==> config.mk <==
export PLATFORM = sky130hd
export DESIGN_NAME = owire_slot_engine
export DESIGN_NICKNAME = d
export VERILOG_FILES = /design/src/rtl/owire_slot_pkg.sv /design/src/rtl/owire_sync.sv /design/src/rtl/owire_profile.sv /design/src/rtl/owire_sequencer.sv /design/src/rtl/owire_slot_engine.sv
export SDC_FILE = /design/constraint.sdc
export NUM_CORES = 1
export LEC_CHECK = 0
export BUFFER_PORTS_ARGS = -buffer_cell sky130_fd_sc_hd__buf_4
export CAP_MARGIN = 20
export CELL_PAD_IN_SITES_DETAIL_PLACEMENT = 1
export CELL_PAD_IN_SITES_GLOBAL_PLACEMENT = 2
export CORE_UTILIZATION = 35
export CTS_BUF_LIST = sky130_fd_sc_hd__clkbuf_4 sky130_fd_sc_hd__clkbuf_8
export DETAILED_ROUTE_END_ITERATION = 16
export HOLD_SLACK_MARGIN = 0.03
export PLACE_DENSITY_LB_ADDON = 0.1
export SLEW_MARGIN = 0
export SYNTH_ARGS = -nofsm -noshare
export SYNTH_HDL_FRONTEND = slang
export SYNTH_SLANG_ARGS = --single-unit
==> constraint.sdc <==
create_clock -name clk -period 3.6 [get_ports clk]
set_input_delay 0.18 -clock clk [delete_from_list [all_inputs] [get_ports clk]]
set_output_delay 0.18 -clock clk [all_outputs]
set_load 0.01 [all_outputs]
==> src/rtl/owire_slot_pkg.sv <==
package owire_slot_pkg;

    localparam int TW = 16;

    typedef enum logic [1:0] {
        OP_RESET  = 2'b00,
        OP_WRITE0 = 2'b01,
        OP_WRITE1 = 2'b10,
        OP_READ   = 2'b11
    } slot_op_e;

    typedef enum logic [1:0] {
        PH_IDLE    = 2'b00,
        PH_SLOT    = 2'b01,
        PH_RECOVER = 2'b10
    } phase_e;

    typedef enum logic [1:0] {
        PRES_FOUND = 2'b00,
        PRES_NONE  = 2'b01,
        PRES_SHORT = 2'b10
    } pres_e;

    // One speed profile, all values in microsecond ticks.
    typedef struct packed {
        logic [TW-1:0] slot;
        logic [TW-1:0] low0;
        logic [TW-1:0] low1;
        logic [TW-1:0] lowr;
        logic [TW-1:0] rdv;
        logic [TW-1:0] rstl;
        logic [TW-1:0] rsth;
        logic [TW-1:0] pd_from;
        logic [TW-1:0] pd_to;
        logic [TW-1:0] rec;
    } speed_set_t;

    // Timing of one concrete operation, counted from slot start.
    typedef struct packed {
        logic [TW-1:0] low_len;
        logic [TW-1:0] slot_len;
        logic [TW-1:0] sample_at;
        logic [TW-1:0] win_from;
        logic [TW-1:0] win_to;
        logic [TW-1:0] rec_len;
    } slot_plan_t;

    function automatic slot_plan_t build_plan(speed_set_t s, slot_op_e op);
        slot_plan_t p;
        p.rec_len   = s.rec;
        p.sample_at = s.rdv;
        p.win_from  = s.rstl + s.pd_from;
        p.win_to    = s.rstl + s.pd_to;
        p.slot_len  = s.slot;
        unique case (op)
            OP_RESET: begin
                p.low_len  = s.rstl;
                p.slot_len = s.rstl + s.rsth;
            end
            OP_WRITE0: p.low_len = s.low0;
            OP_WRITE1: p.low_len = s.low1;
            default:   p.low_len = s.lowr;
        endcase
        return p;
    endfunction

    function automatic pres_e grade_presence(logic shorted, logic seen);
        if (shorted)
            return PRES_SHORT;
        return seen ? PRES_FOUND : PRES_NONE;
    endfunction

endpackage

==> src/rtl/owire_sync.sv <==
module owire_sync #(
    parameter int STAGES = 2
) (
    input  logic clk,
    input  logic rst,
    input  logic d,
    output logic q
);
    logic [STAGES-1:0] chain;

    always_ff @(posedge clk) begin
        if (rst)
            chain <= '1;
        else
            chain <= {chain[STAGES-2:0], d};
    end

    assign q = chain[STAGES-1];
endmodule

==> src/rtl/owire_profile.sv <==
module owire_profile
    import owire_slot_pkg::*;
#(
    parameter int REG_SLOT    = 60,
    parameter int REG_LOW0    = 60,
    parameter int REG_LOW1    = 1,
    parameter int REG_LOWR    = 1,
    parameter int REG_RDV     = 15,
    parameter int REG_RSTL    = 480,
    parameter int REG_RSTH    = 480,
    parameter int REG_PD_FROM = 15,
    parameter int REG_PD_TO   = 120,
    parameter int REG_REC     = 1,
    parameter int OD_SLOT     = 11,
    parameter int OD_LOW0     = 6,
    parameter int OD_LOW1     = 1,
    parameter int OD_LOWR     = 1,
    parameter int OD_RDV      = 2,
    parameter int OD_RSTL     = 48,
    parameter int OD_RSTH     = 48,
    parameter int OD_PD_FROM  = 2,
    parameter int OD_PD_TO    = 14,
    parameter int OD_REC      = 1
) (
    input  logic       speed,
    input  slot_op_e   op,
    output slot_plan_t plan
);
    localparam int NSPEED = 2;
    localparam int NOP    = 4;

    localparam speed_set_t REG_SET = '{
        slot: TW'(REG_SLOT), low0: TW'(REG_LOW0), low1: TW'(REG_LOW1),
        lowr: TW'(REG_LOWR), rdv: TW'(REG_RDV), rstl: TW'(REG_RSTL),
        rsth: TW'(REG_RSTH), pd_from: TW'(REG_PD_FROM),
        pd_to: TW'(REG_PD_TO), rec: TW'(REG_REC)};

    localparam speed_set_t OD_SET = '{
        slot: TW'(OD_SLOT), low0: TW'(OD_LOW0), low1: TW'(OD_LOW1),
        lowr: TW'(OD_LOWR), rdv: TW'(OD_RDV), rstl: TW'(OD_RSTL),
        rsth: TW'(OD_RSTH), pd_from: TW'(OD_PD_FROM),
        pd_to: TW'(OD_PD_TO), rec: TW'(OD_REC)};

    slot_plan_t tab [NSPEED][NOP];

    for (genvar s = 0; s < NSPEED; s++) begin : g_speed
        localparam speed_set_t SET = (s == 0) ? REG_SET : OD_SET;
        for (genvar o = 0; o < NOP; o++) begin : g_op
            assign tab[s][o] = build_plan(SET, slot_op_e'(o));
        end
    end

    assign plan = tab[speed][op];
endmodule

==> src/rtl/owire_sequencer.sv <==
module owire_sequencer
    import owire_slot_pkg::*;
(
    input  logic       clk,
    input  logic       rst,
    input  logic       tick,
    input  logic       cmd_valid,
    input  logic [1:0] cmd_op,
    input  logic       cmd_speed,
    input  logic       line_s,
    input  slot_plan_t plan,
    output slot_op_e   op_q,
    output logic       speed_q,
    output logic       ready,
    output logic       done,
    output logic       drive_low,
    output logic       rd_bit,
    output logic [1:0] presence
);
    phase_e        phase;
    logic [TW-1:0] cnt;
    logic          shorted;
    logic          seen;
    logic          sampled;
    logic          last_tick;
    logic          in_window;

    assign ready     = (phase == PH_IDLE);
    assign drive_low = (phase == PH_SLOT) && (cnt < plan.low_len);
    assign in_window = (cnt >= plan.win_from) && (cnt < plan.win_to);
    assign last_tick = (phase == PH_SLOT)
                     ? (cnt == plan.slot_len - TW'(1))
                     : (cnt == plan.rec_len - TW'(1));

    always_ff @(posedge clk) begin
        if (rst) begin
            phase    <= PH_IDLE;
            cnt      <= '0;
            op_q     <= OP_RESET;
            speed_q  <= 1'b0;
            shorted  <= 1'b0;
            seen     <= 1'b0;
            sampled  <= 1'b0;
            done     <= 1'b0;
            rd_bit   <= 1'b0;
            presence <= PRES_NONE;
        end else begin
            done <= 1'b0;
            unique case (phase)
                PH_IDLE: begin
                    if (cmd_valid) begin
                        op_q    <= slot_op_e'(cmd_op);
                        speed_q <= cmd_speed;
                        cnt     <= '0;
                        seen    <= 1'b0;
                        if (slot_op_e'(cmd_op) == OP_RESET && !line_s) begin
                            shorted <= 1'b1;
                            phase   <= PH_RECOVER;
                        end else begin
                            shorted <= 1'b0;
                            phase   <= PH_SLOT;
                        end
                    end
                end
                PH_SLOT: begin
                    if (tick) begin
                        if (op_q == OP_READ && cnt == plan.sample_at)
                            sampled <= line_s;
                        if (op_q == OP_RESET && in_window && !line_s)
                            seen <= 1'b1;
                        if (last_tick) begin
                            cnt   <= '0;
                            phase <= PH_RECOVER;
                        end else begin
                            cnt <= cnt + TW'(1);
                        end
                    end
                end
                PH_RECOVER: begin
                    if (tick) begin
                        if (last_tick) begin
                            cnt   <= '0;
                            phase <= PH_IDLE;
                            done  <= 1'b1;
                            if (op_q == OP_READ)
                                rd_bit <= sampled;
                            if (op_q == OP_RESET)
                                presence <= grade_presence(shorted, seen);
                        end else begin
                            cnt <= cnt + TW'(1);
                        end
                    end
                end
                default: phase <= PH_IDLE;
            endcase
        end
    end
endmodule

==> src/rtl/owire_slot_engine.sv <==
module owire_slot_engine
    import owire_slot_pkg::*;
#(
    parameter int SYNC_STAGES = 2,
    parameter int REG_SLOT    = 60,
    parameter int REG_LOW0    = 60,
    parameter int REG_LOW1    = 1,
    parameter int REG_LOWR    = 1,
    parameter int REG_RDV     = 15,
    parameter int REG_RSTL    = 480,
    parameter int REG_RSTH    = 480,
    parameter int REG_PD_FROM = 15,
    parameter int REG_PD_TO   = 120,
    parameter int REG_REC     = 1,
    parameter int OD_SLOT     = 11,
    parameter int OD_LOW0     = 6,
    parameter int OD_LOW1     = 1,
    parameter int OD_LOWR     = 1,
    parameter int OD_RDV      = 2,
    parameter int OD_RSTL     = 48,
    parameter int OD_RSTH     = 48,
    parameter int OD_PD_FROM  = 2,
    parameter int OD_PD_TO    = 14,
    parameter int OD_REC      = 1
) (
    input  logic       clk,
    input  logic       rst,
    input  logic       tick_us,
    input  logic       cmd_valid,
    output logic       cmd_ready,
    input  logic [1:0] cmd_op,
    input  logic       cmd_speed,
    output logic       done,
    output logic       rd_bit,
    output logic [1:0] presence,
    input  logic       bus_in,
    output logic       drive_low,
    output logic       line_sync
);
    slot_op_e   op_q;
    logic       speed_q;
    slot_plan_t plan;

    owire_sync #(.STAGES(SYNC_STAGES)) u_sync (
        .clk (clk),
        .rst (rst),
        .d   (bus_in),
        .q   (line_sync)
    );

    owire_profile #(
        .REG_SLOT(REG_SLOT), .REG_LOW0(REG_LOW0), .REG_LOW1(REG_LOW1),
        .REG_LOWR(REG_LOWR), .REG_RDV(REG_RDV), .REG_RSTL(REG_RSTL),
        .REG_RSTH(REG_RSTH), .REG_PD_FROM(REG_PD_FROM),
        .REG_PD_TO(REG_PD_TO), .REG_REC(REG_REC),
        .OD_SLOT(OD_SLOT), .OD_LOW0(OD_LOW0), .OD_LOW1(OD_LOW1),
        .OD_LOWR(OD_LOWR), .OD_RDV(OD_RDV), .OD_RSTL(OD_RSTL),
        .OD_RSTH(OD_RSTH), .OD_PD_FROM(OD_PD_FROM),
        .OD_PD_TO(OD_PD_TO), .OD_REC(OD_REC)
    ) u_profile (
        .speed (speed_q),
        .op    (op_q),
        .plan  (plan)
    );

    owire_sequencer u_seq (
        .clk       (clk),
        .rst       (rst),
        .tick      (tick_us),
        .cmd_valid (cmd_valid),
        .cmd_op    (cmd_op),
        .cmd_speed (cmd_speed),
        .line_s    (line_sync),
        .plan      (plan),
        .op_q      (op_q),
        .speed_q   (speed_q),
        .ready     (cmd_ready),
        .done      (done),
        .drive_low (drive_low),
        .rd_bit    (rd_bit),
        .presence  (presence)
    );
endmodule

# Word-level counts from Yosys, hierarchy flattened
# Index checks and enable logic that the tools add are counted.
[totals]
mem_bits_rw = 0
latchBits = 0
n_memories = 0
regBits = 30
rom_bits = 0
[op_classes]
n_mul = 0
order_cmp = 5
div_mod_pow = 0
bitwise = 4
n_mux = 33
n_reduce_logical = 21
addsub = 3
eq_ne = 13
n_shift = 0
[ops]
columns = ["operator", "n"]
rows = [
  ["$mux W384", 2],
  ["$mux W377", 1],
  ["$bmux W96 S2", 1],
  ["$mux W96", 2],
  ["$eq A16 B16 Y1", 3],
  ["$mux W16", 3],
  ["$lt A16 B16 Y1", 2],
  ["$pmux W16 S2", 1],
  ["$sub A16 B1 Y16 const B", 2],
  ["$add A16 B1 Y16 const B", 1],
  ["$ge A16 B16 Y1", 1],
  ["$mux W2", 8],
  ["$mux W1", 13],
  ["$reduce_and A4 Y1", 3],
  ["$ne A2 B2 Y1 const B", 4],
  ["$logic_and A1 B1 Y1", 6],
  ["$logic_not A2 Y1", 3],
  ["$ne A2 B1 Y1 const B", 3],
  ["$pmux W2 S3", 1],
  ["$reduce_and A3 Y1", 2],
  ["$reduce_and A5 Y1", 1],
  ["$eq A2 B2 Y1 const B", 2],
  ["$reduce_bool A2 Y1", 2],
  ["$ge A3 B3 Y1 const B", 1],
  ["10 further kinds", 11],
]

# Logic depth before layout (Yosys ltp)
[logic_depth]
ltp_word = 15
mapped_depth = 13
ltp_nobuf = 12

# Hierarchy
# Synthesis repeated with hierarchy kept, for this count alone.
[hier_totals]
cells_unflattened = 549
hier_area_um2 = 4389.2
[by_module_without_submodules]
columns = ["mod", "seq_area_each_um2", "n_inst", "cells_each", "area_each_um2"]
rows = [
  ["owire_sequencer", 560.5, 1, 441, 3570.9],
  ["owire_profile", 0.0, 1, 104, 765.7],
  ["owire_sync", 40.0, 1, 4, 52.6],
]

# Worst setup path after synthesis
# OpenSTA, ideal clock, no wires.
[synth_timing]
path_kind = "flip-flop to flip-flop"
startpoint = "register u_seq.speed_q"
endpoint = "register u_seq.phase[1]"
path_stages_with_launch = 11
arrival_time_ns = 2.601
setup_time_ns = 0.116
setup_slack_ns = 0.882
required_time_ns = 3.484
period_less_slack_ns = 2.718
path_cell_list = "dfxtp_1 inv_1 ha_1 a21oi_1 ha_1 o32ai_1 o221ai_1 nor3_4 a21oi_1 a211o_1 o211a_1"
[synth_between]
elab_chain_len = 12
word_cells_on_any_way = 13
cone_classes = "1 x add/sub; 3 x eq/ne; 7 x mux; 1 x bitwise; 1 x reduce/logical"
[synth_lines]
columns = ["element", "line_no", "source"]
rows = [
  ["start: declaration", "owire_sequencer.sv:13", "output logic speed_q,"],
  ["start signal: assignment", "owire_sequencer.sv:53", "speed_q <= cmd_speed;"],
  ["$not A1 Y2 (implied by the code) *", "owire_profile.sv:53", "assign plan = tab[speed][op];"],
  ["$mux W377 (implied by the code) *", "owire_profile.sv:53", ""],
  ["$mux W384 (implied by the code) * (2 in series)", "owire_profile.sv:53", ""],
  ["$bmux W96 S2 *", "owire_profile.sv:53", ""],
  ["$mux W96 (implied by the code) * (2 in series)", "owire_profile.sv:53", ""],
  ["$sub A16 B1 Y16 *", "owire_sequencer.sv:32", "? (cnt == plan.slot_len - TW'(1))"],
  ["$eq A16 B16 Y1 *", "owire_sequencer.sv:32", ""],
  ["$mux W1 *", "owire_sequencer.sv:32", ""],
  ["$ne A2 B1 Y1 (no line)", "-", ""],
  ["$reduce_and A5 Y1 (no line) *", "-", ""],
  ["end signal: assignment", "owire_sequencer.sv:37", "phase <= PH_IDLE;"],
  ["end signal: assignment", "owire_sequencer.sv:58", "phase <= PH_RECOVER;"],
  ["end signal: assignment", "owire_sequencer.sv:61", "phase <= PH_SLOT;"],
  ["end: declaration", "owire_sequencer.sv:20", "phase_e phase;"],
]
# Mark *: on every way between the ends. The rest lies on a longest branch, timed or not. The select of a mux whose other input is x is not followed.
# A chain may end at the register's enable or synchronous reset.

# Worst setup path after layout
[layout_timing]
startpoint = "register u_seq.speed_q"
endpoint = "output port drive_low"
[layout_between]
elab_chain_len = 9
[layout_lines]
columns = ["element", "line_no", "source"]
rows = [
  ["$not A1 Y2 (implied by the code)", "owire_profile.sv:53", ""],
  ["$mux W377 (implied by the code)", "owire_profile.sv:53", ""],
  ["$mux W384 (implied by the code) (2 in series)", "owire_profile.sv:53", ""],
  ["$bmux W96 S2", "owire_profile.sv:53", ""],
  ["$mux W96 (implied by the code) (2 in series)", "owire_profile.sv:53", ""],
  ["$lt A16 B16 Y1", "owire_sequencer.sv:29", "assign drive_low = (phase == PH_SLOT) && (cnt < plan.low_len);"],
  ["$logic_and A1 B1 Y1", "owire_sequencer.sv:29", ""],
  ["end: declaration", "owire_slot_engine.sv:37", "output logic drive_low,"],
]
# No other way between the ends. The select of a mux whose other input is x is not followed.

==> key figures <==
Timing
  • Fin worst setup slack: 0.2867 ns
  • Fin crit share: 92.04%
  • Fin crit period: 3.313 ns
  • Final setup viols: 0
  • Setup Skew: 0.007201 ns
  • Relative slew margins: between 50% and 60%
  • Final hold vios: 0
  • Worst Max-Slew Pin Slew: 0.6300 ns
  • Slew Limit Fails: 0
  • F_max: 0.3018 GHz
  • RSZ-0062 raised after global routing: false
  • TNS Setup: 0 ns

Clocking
  • Cts hold-fix bufs: 0
  • H-tree depth: 2
  • Max clock buf depth: 2
  • Number of gates resized after CTS: 0
  • Num CTS Buffers: 5
  • CTS sink cnt: 30
  • Root Buffer: clkbuf_8
  • Post CTS Setup Buffer Count: 0
  • Worst-Skew Late Latency: approximately 0.29 ns
  • TritonCTS clock tree: yes
  • Clock slew at reported path FFs: roughly 0.070 ns

Power and ir drop
  • Final Total Pwr: roughly 1.3 mW
  • Static leakage: 1.076 nW
  • PD cells: 500.4 nW/µm²
  • Peak VDD IR: 0.3289 mV

Routing
  • Total wire length: 6533 µm
  • Antenna-violating nets left: 0
  • Vias: 2155
  • Metal2 WL: 2832 µm
  • Vias per cell: around 5.7
  • Met3 routed WL: 177 µm
  • DRT met1 WL: between 3000 and 4000 µm
  • Initial DRT Pass Iterations: 4
  • Starting DRC count in detailed routing: 118
  • DR WL/cell: roughly 17 µm
  • Top sig layer: met4
  • Remaining DRCs: 0

Global routing
  • Tot GR Track Use: 20.32%
  • Vias in the first global route: 2099
  • First-pass GRT wire length: 11180 µm
  • GRT overflow: 0
  • Largest net degree at the start of global routing: 24
  • Antenna violations before repair: 0

Setup path
  • CP Data Arrival Time: 3.13 ns
  • CP Class: register to output pin
  • Critical path startpoint: u_seq.speed_q$_SDFFE_PP0P_
  • FF-to-FF path depth: 10
  • Worst EP required: between 3 and 4 ns
  • Worst setup EP type: output pin
  • Reg2reg start: u_seq.speed_q$_SDFFE_PP0P_
  • CP Max Fanout: 12
  • Crit path launch type: register

Synth
  • Mean Syn Cell Area: roughly 8.0 µm²
  • Post-synth net total: 327
  • Post-synthesis register bit count: 30
  • Unique masters post-synth: 56
  • Ys Warns: 0
  • Top FF cell, synth: dfxtp_1
  • EDFF count, synth: 0
  • Cells after Synth: 292
  • Register area share after synthesis: 25.76%
  • Asr flop ratio synth: 0%
  • Post-Syn Area: 2331 µm²

Die
  • Initial Util: 36.50%
  • Die Y-Extent: 83.61 µm
  • Core area: between 6000 and 7000 µm²
  • I/O pin count: 15
  • Row count: 29
  • Die width: 83.61 µm
  • Die area: 6991 µm²

Placement
  • Hpwl dp: 4833 µm
  • Final GP Congestion: between 0.7 and 0.8
  • Pre-CTS WS: 0.4498 ns
  • Dpl cell area: between 2000 and 2500 µm²
  • Port Buffer Count: 14

Worst hold path
  • Hold Crit Start: bus_in
  • Hold Path Class: primary input to register
  • Hold path cells: 2

Final layout
  • Final net count: 335
  • Number of diodes: 0
  • Core Util, Final: 40.50%
  • Design area: ~2600 µm²
  • Layout cells sized above 1: a little under an eighth
  • Area Growth Syn to Fin: 10.95%
  • Fillers: roughly 780

Job
  • Max-Cap Viols: 0

Status
  • Status: complete, no violations
## where the power goes
group / switching [mW] / internal [mW] / leakage (nW)
Sequential: 0.0338 / 0.352 / 0.243
Combinational: 0.371 / 0.241 / 0.782
Clock: 0.135 / 0.162 / 0.0517
## cell usage in the layout (no fill, tap or decap), types with 8 or more instances in the layout
| cell type | Yosys | layout |
|---|---|---|
| dfxtp_1 | 30 | 30 |
| nand2_1 | 27 | 27 |
| ha_1 | 27 | 27 |
| a21oi_1 | 23 | 23 |
| nor2_1 | 23 | 23 |
| buf_4 | 1 | 18 |
| inv_1 | 17 | 17 |
| nand3_1 | 14 | 14 |
| mux2i_1 | 10 | 10 |
| o21ai_0 | 8 | 8 |
| and3_1 | 8 | 8 |
## sequential cells by signal, indices dropped and copies added (netlist names), 2 cells and up
register and count:
u_seq.cnt 16, u_seq.presence 2, u_seq.phase 2, u_seq.op_q 2, u_sync.chain 2
## cell usage after synthesis (2+ instances only)
cell type,number,area share [%]
or3_1,3,0.81
o32ai_1,2,0.75
ha_1,27,14
nor4_1,2,0.54
a211o_1,3,1.1
nand4_1,7,1.9
a21oi_1,23,4.9
and3_1,8,2.1
clkbuf_1,13,2.1
nor3_4,2,1.4
o21a_1,2,0.64
buf_2,3,0.64
nand4b_1,4,1.5
a211oi_1,3,0.97
nor2_1,23,3.7
a21o_1,5,1.6
xnor2_1,5,1.9
a22o_1,2,0.75
nand2_1,27,4.3
nor2b_1,3,0.81
inv_1,17,2.7
nand2b_1,2,0.54
a31oi_1,3,0.81
and4_1,3,1.1
o21ai_0,8,1.7
nand3_1,14,3.0
nor3_1,5,1.1
dfxtp_1,30,26
nor4b_1,4,1.5
or2_2,3,0.81
nand3b_1,2,0.64
mux2i_1,10,4.3
## metrics by stage
stage          hold WS [ns]  cells
6_report            0.07977    378
5_1_grt             0.07279    378
4_1_cts             0.07342    378
3_5_place_dp         0.3711    370
3_3_place_gp         0.3695    370
2_1_floorplan        0.2838    292
## routing by layer
layer | vias up | GRT usage (%)
met5 | - | 0
met4 | 0 | 5.547
met3 | 7 | 3.264
met2 | 23 | 31.26
met1 | 1036 | 29.23
li1 | 1089 | -
## final cells by class
cell class	count	area (µm²)	area share, %
clock inverters	1	5.005	0.1935
inverters	17	63.81	2.467
clock buffers	7	90.09	3.483
repair buffers	18	135.1	5.225
flip-flops and latches	30	600.6	23.22
multi-input cells	228	1595	61.68
well taps	77	96.34	3.725
## logic make-up (layout without fill, tap and decap cells)
group,after synthesis,after routing,share of synthesized area (%)
adder cells (fa/ha/maj),27,27,14.49
AND/OR/NAND/NOR,117,117,27.59
multiplexers,11,11,4.777
buffers and inverters,34,43,5.797
AO/OA/AOI/OAI,66,66,19.16
other,1,1,0.1609
XOR/XNOR,6,6,2.254
flip-flops,30,30,25.77
## critical path, stage by stage, from the launching register on
cell,delay (ns)
dfxtp_1,0.61
ha_1,0.35
nand2_1,0.09
ha_1,0.30
a21o_1,0.15
a21o_1,0.17
a21o_1,0.17
a211oi_1,0.22
o21bai_1,0.12
a21o_1,0.19
a211oi_1,0.29
buf_4,0.18
## worst paths after layout
check | end | slack, ns
hold reg to reg | u_sync.chain[1]$_SDFF_PP1_ | 0.41
setup / recovery | drive_low | 0.29
setup reg to reg | u_seq.cnt[15]$_SDFFE_PP0P_ | 0.42
hold / removal | u_sync.chain[0]$_SDFF_PP1_ | 0.08
No activity file was read; power rests on OpenSTA's default activity.
